<file path="src/rtl/irl_pkg.sv">
package irl_pkg;

    typedef enum logic [0:0] {
        ST_IDLE  = 1'b0,
        ST_APPLY = 1'b1
    } irl_state_e;

endpackage

</file>
<file path="src/rtl/irl_level_capture.sv">
module irl_level_capture #(
    parameter int LVL_W = 4
) (
    input  logic             clk,
    input  logic             rst_n,
    input  logic [LVL_W-1:0] level_in,
    output logic [LVL_W-1:0] level_q
);

    always_ff @(posedge clk or negedge rst_n) begin
        if (!rst_n) begin
            level_q <= '0;
        end else begin
            level_q <= level_in;
        end
    end

endmodule

</file>
<file path="src/rtl/irl_apply_fsm.sv">
module irl_apply_fsm
    import irl_pkg::*;
#(
    parameter int LVL_W = 4
) (
    input  logic             clk,
    input  logic             rst_n,
    input  logic [LVL_W-1:0] level_q,
    output logic             apply,
    output logic [LVL_W-1:0] applied_level
);

    irl_state_e state_q, state_d;
    logic [LVL_W-1:0] applied_d;

    // next-state selection
    always_comb begin
        state_d   = state_q;
        applied_d = applied_level;
        unique case (state_q)
            ST_IDLE: begin
                if (level_q != applied_level) begin
                    state_d   = ST_APPLY;
                    applied_d = level_q;
                end
            end
            ST_APPLY: begin
                state_d = ST_IDLE;
            end
            default: begin
                state_d = ST_IDLE;
            end
        endcase
    end

    // state register
    always_ff @(posedge clk or negedge rst_n) begin
        if (!rst_n) begin
            state_q       <= ST_IDLE;
            applied_level <= '0;
        end else begin
            state_q       <= state_d;
            applied_level <= applied_d;
        end
    end

    // outputs
    always_comb begin
        apply = 1'b0;
        unique case (state_q)
            ST_IDLE:  apply = 1'b0;
            ST_APPLY: apply = 1'b1;
            default:  apply = 1'b0;
        endcase
    end

endmodule

</file>
<file path="src/rtl/irl_select_decode.sv">
module irl_select_decode #(
    parameter int LVL_W = 4,
    parameter int NSRC  = 15
) (
    input  logic [LVL_W-1:0] level,
    output logic [NSRC-1:0]  sel
);

    localparam logic [LVL_W-1:0] INV_MASK = {LVL_W{1'b1}};

    logic [LVL_W-1:0] chain_idx;
    assign chain_idx = level ^ INV_MASK;

    for (genvar i = 0; i < NSRC; i++) begin : g_sel
        localparam logic [LVL_W-1:0] POS = LVL_W'(i);
        assign sel[i] = (chain_idx == POS);
    end

endmodule

</file>
<file path="src/rtl/irl_strobe_gen.sv">
module irl_strobe_gen #(
    parameter int NSRC = 15
) (
    input  logic            apply,
    input  logic [NSRC-1:0] sel,
    input  logic [NSRC-1:0] src_asserted,
    input  logic [NSRC-1:0] src_enabled,
    output logic [NSRC-1:0] assert_stb,
    output logic [NSRC-1:0] deassert_stb,
    output logic [NSRC-1:0] enable_stb
);

    for (genvar i = 0; i < NSRC; i++) begin : g_src
        assign assert_stb[i]   = apply &  sel[i] & ~src_asserted[i];
        assign enable_stb[i]   = apply &  sel[i] & ~src_enabled[i];
        assign deassert_stb[i] = apply & ~sel[i] &  src_asserted[i];
    end

endmodule

</file>
<file path="src/rtl/irl_level_decoder.sv">
module irl_level_decoder #(
    parameter  int LVL_W = 4,
    localparam int NSRC  = (1 << LVL_W) - 1
) (
    input  logic             clk,
    input  logic             rst_n,
    input  logic [LVL_W-1:0] irl_level,
    input  logic [NSRC-1:0]  src_asserted,
    input  logic [NSRC-1:0]  src_enabled,
    output logic [NSRC-1:0]  assert_stb,
    output logic [NSRC-1:0]  deassert_stb,
    output logic [NSRC-1:0]  enable_stb
);

    logic [LVL_W-1:0] level_q;
    logic [LVL_W-1:0] applied_level;
    logic             apply;
    logic [NSRC-1:0]  sel;

    irl_level_capture #(.LVL_W(LVL_W)) cap_i (
        .clk      (clk),
        .rst_n    (rst_n),
        .level_in (irl_level),
        .level_q  (level_q)
    );

    irl_apply_fsm #(.LVL_W(LVL_W)) fsm_i (
        .clk           (clk),
        .rst_n         (rst_n),
        .level_q       (level_q),
        .apply         (apply),
        .applied_level (applied_level)
    );

    irl_select_decode #(.LVL_W(LVL_W), .NSRC(NSRC)) dec_i (
        .level (applied_level),
        .sel   (sel)
    );

    irl_strobe_gen #(.NSRC(NSRC)) stb_i (
        .apply        (apply),
        .sel          (sel),
        .src_asserted (src_asserted),
        .src_enabled  (src_enabled),
        .assert_stb   (assert_stb),
        .deassert_stb (deassert_stb),
        .enable_stb   (enable_stb)
    );

endmodule

</file>
<file path="config.mk">
export PLATFORM = sky130hd
export DESIGN_NAME = irl_level_decoder
export DESIGN_NICKNAME = d
export VERILOG_FILES = /design/src/rtl/irl_pkg.sv /design/src/rtl/irl_level_capture.sv /design/src/rtl/irl_apply_fsm.sv /design/src/rtl/irl_select_decode.sv /design/src/rtl/irl_strobe_gen.sv /design/src/rtl/irl_level_decoder.sv
export SDC_FILE = /design/constraint.sdc
export NUM_CORES = 1
export LEC_CHECK = 0
export BUFFER_PORTS_ARGS = -buffer_cell sky130_fd_sc_hd__clkbuf_2
export CAP_MARGIN = 10
export CORE_MARGIN = 1
export CORE_UTILIZATION = 37
export CTS_BUF_LIST = sky130_fd_sc_hd__clkbuf_4 sky130_fd_sc_hd__clkbuf_8 sky130_fd_sc_hd__clkbuf_16
export DETAILED_ROUTE_END_ITERATION = 12
export PLACE_DENSITY = 0.81
export SYNTH_ARGS = -nofsm -noshare
export SYNTH_HDL_FRONTEND = slang
export SYNTH_SLANG_ARGS = --single-unit
export TNS_END_PERCENT = 100
</file>
<file path="constraint.sdc">
create_clock -name clk -period 2.65 [get_ports clk]
set_clock_uncertainty 0.2 [all_clocks]
set_input_delay 0.1325 -clock clk [delete_from_list [all_inputs] [get_ports clk]]
set_output_delay 0.1325 -clock clk [all_outputs]
set_load 0.05 [all_outputs]
</file>
==> metrics.md <==
| Metric | Value |
|---|---|
| Outcome | `completed` |
| Hold slack | `0.04868 ns` |
| Critical Path Source Type | `register` |
| Detailed placement HPWL | `2.137 mm` |
| Arrival @ worst endpoint | `1.99 ns` |
| Overall die height | `48.09 um` |
| Final Max Tran Viols | `0` |
| Worst setup margin | `0.3231 ns` |
| Antenna violations before repair | `0` |
| Worst path max stage delay | `0.64 ns` |
| CTS clk-pin slew, worst paths | `0.06 ns` |
| Row Count | `16` |
| Final layout net count | `215` |
| Gr ovfl total | `0` |
| Tot Pwr | `0.001432 W` |
| Vias per cell | `5.185` |
| Final min period | `2.327 ns` |
| # port buffers | `80` |
| FF+latch count, synth | `9` |
| Top cell type's share of synthesized area | `28.66%` |
| Max_cap viols | `0` |
| DR vias | `1063` |
| Synthesized cell area | `785.8 um^2` |
| Die ar. | `2312 um^2` |
| Req. time, crit path | `2.32 ns` |
| Count of different cell masters after synthesis | `22` |
| Final WL | `2.618 mm` |
| Leak | `0.6276 nW` |
| Syn nets | `135` |
| Root Driver | `clkbuf_4` |
| Crit path capture type | `output port` |
| WS Path Type | `reg -> out` |
| CTS Sinks | `9` |
| Synth Instances | `99` |
| TritonCTS buffer count | `3` |
| Crit path cell chain | `buf_4 > nand3b_1 > nor3_1 > clkbuf_2` |
| DRC violations left | `0` |
| Synth warn | `0` |
| Min-Delay Path Class | `in -> async` |
| Post-synthesis sequential area ratio | `28.66%` |
| Crit path from | `fsm_i.state_q$_DFF_PN0_` |
| Largest area contributor in the netlist | `dfrtp_1` |
| Layout area overhead | `58.28%` |
| H-tree levels | `1` |
| Peak supply drop | `0.6176 mV` |
| Rel. slew slack | `68.32%` |
| WL per Instance | `12.77 um` |
| Ports | `81` |
| Unrepaired setup endpoints after global routing | `no` |
| Core area | `1982 um^2` |
| DRT Pass-1 Iters | `4` |
| CTS tree | `yes` |
| Post-cts hold buffer count | `5` |
| Slew of the pin with the lowest slew margin | `0.4752 ns` |
| Vias in the first global route | `872` |
| Largest net degree at the start of global routing | `17` |
| Critical path peak fanout | `16` |
| Clk_lat worst skew | `0.25 ns` |
| Die span in x | `48.09 um` |
| Most frequent cells in the layout | `80 x clkbuf_2, 24 x nor3_1, 12 x nand2_1` |
| Worst flop-to-flop path startpoint | `fsm_i.state_q$_DFF_PN0_` |
| Slowest CP cell | `dfrtp_1` |
| Remaining antenna violation count after routing | `0` |
| GRT Util Overall | `21.02%` |
| Number of diodes | `0` |
| Placer's final routability congestion estimate | `0.8121` |
| Initial core utilization | `39.65%` |
| Final core utilization | `62.75%` |
| Count of final setup violators | `0` |
| Worst-case clock buffer depth | `2` |
| Mean Syn Cell Area | `7.937 um^2` |
| Share of cells above drive strength 1 | `53.93%` |
| Area contributors post-synth | `dfrtp_1 29%, nor3_1 15%, nor3_2 7.6%` |
| First-pass GRT wire length | `3.367 mm` |
| Final period util | `87.81%` |
| 1st-iter DRT viols | `18` |
| # Post-CTS Setup Buffers | `0` |
| Final hold violation count | `0` |
| PD cells | `1152 nW/um^2` |
| Most common cell after layout, fill and taps aside | `clkbuf_2` |
| CTS-repair resized insts | `0` |
| Dpl ws | `0.6264 ns` |
| Setup TNS | `0 ns` |
| Max frequency | `0.4298 GHz` |
[critical path, delay by kind of cell (launching register included)]
family                 cells  cell delay, ns
buffers and inverters      2            0.57
DFF                        1            0.64
and+or+nand+nor            2            0.53
[flip-flops by register name, summed over array words and instances, names as in the netlist]
name                 flops
fsm_i.state_q            1
fsm_i.applied_level      4
cap_i.level_q            4
[synth_stat cells (all sizes together)]
| master | count |
|---|---|
| mux2 | 4 |
| nor2 | 1 |
| a31oi | 5 |
| nor2b | 4 |
| a41oi | 2 |
| buf | 7 |
| or2 | 1 |
| nand3b | 2 |
| o311a | 3 |
| dfrtp | 9 |
| nand2b | 2 |
| nand2 | 13 |
| clkbuf | 4 |
| nor3 | 30 |
| xnor2 | 4 |
| or3b | 1 |
| nand3 | 1 |
| a21oi | 6 |
[report_power, final]
part	internal [W]	leakage (nW)	total (W)	switching [W]
Combinational	0.000265	0.504	0.000999	0.000735
Sequential	0.000178	0.105	0.000322	0.000144
Clock	0.0000679	0.0184	0.000111	0.0000432
[logic make-up (layout without fill, tap and decap cells)]
family / after synthesis / after routing / synth area share (%)
XOR/XNOR: 4 / 4 / 4.458
buffers and inverters: 11 / 90 / 8.120
AO/OA/AOI/OAI: 16 / 16 / 13.85
AND/OR/NAND/NOR: 55 / 55 / 39.17
flip-flops: 9 / 9 / 28.66
multiplexers: 4 / 4 / 5.732
[worst paths after layout]
path                                                       to  slack (ns)  cells past startpoint
max reg2reg                fsm_i.applied_level[3]$_DFFE_PN0P_        1.30                      1
min                                cap_i.level_q[0]$_DFF_PN0_        0.05                      2
max                                            assert_stb[11]        0.32                      4
max in group asynchronous  fsm_i.applied_level[3]$_DFFE_PN0P_        2.01                      2
min reg2reg                fsm_i.applied_level[2]$_DFFE_PN0P_        0.33                      1
min in group clk                   cap_i.level_q[0]$_DFF_PN0_        0.32                      2
[routing by layer]
layer | track usage (%) | wire [um] | vias up | share of wire, %
met5 | 0 | 0 | - | 0
met4 | 11.67 | 24 | 0 | 0.92
met3 | 1.887 | 142 | 2 | 5.4
met2 | 43.51 | 1402 | 49 | 54
met1 | 19.35 | 1048 | 495 | 40
li1 | - | - | 517 | -
[cell type report]
cell class	instances	area, um^2
Clock buffer	4	30.03
Fill cell	193	738.2
Multi-Input combinational cell	79	496.7
Sequential cell	9	225.2
Tap cell	27	33.78
Timing Repair Buffer	86	457.9
[per-stage QoR]
step	cell area [um^2]	std cells
finish	1244	205
global route	1244	205
CTS	1244	205
detailed placement	1164	196
global placement	1164	196
floorplan	785.8	99
Note: power is estimated with default switching activity, not from simulation.
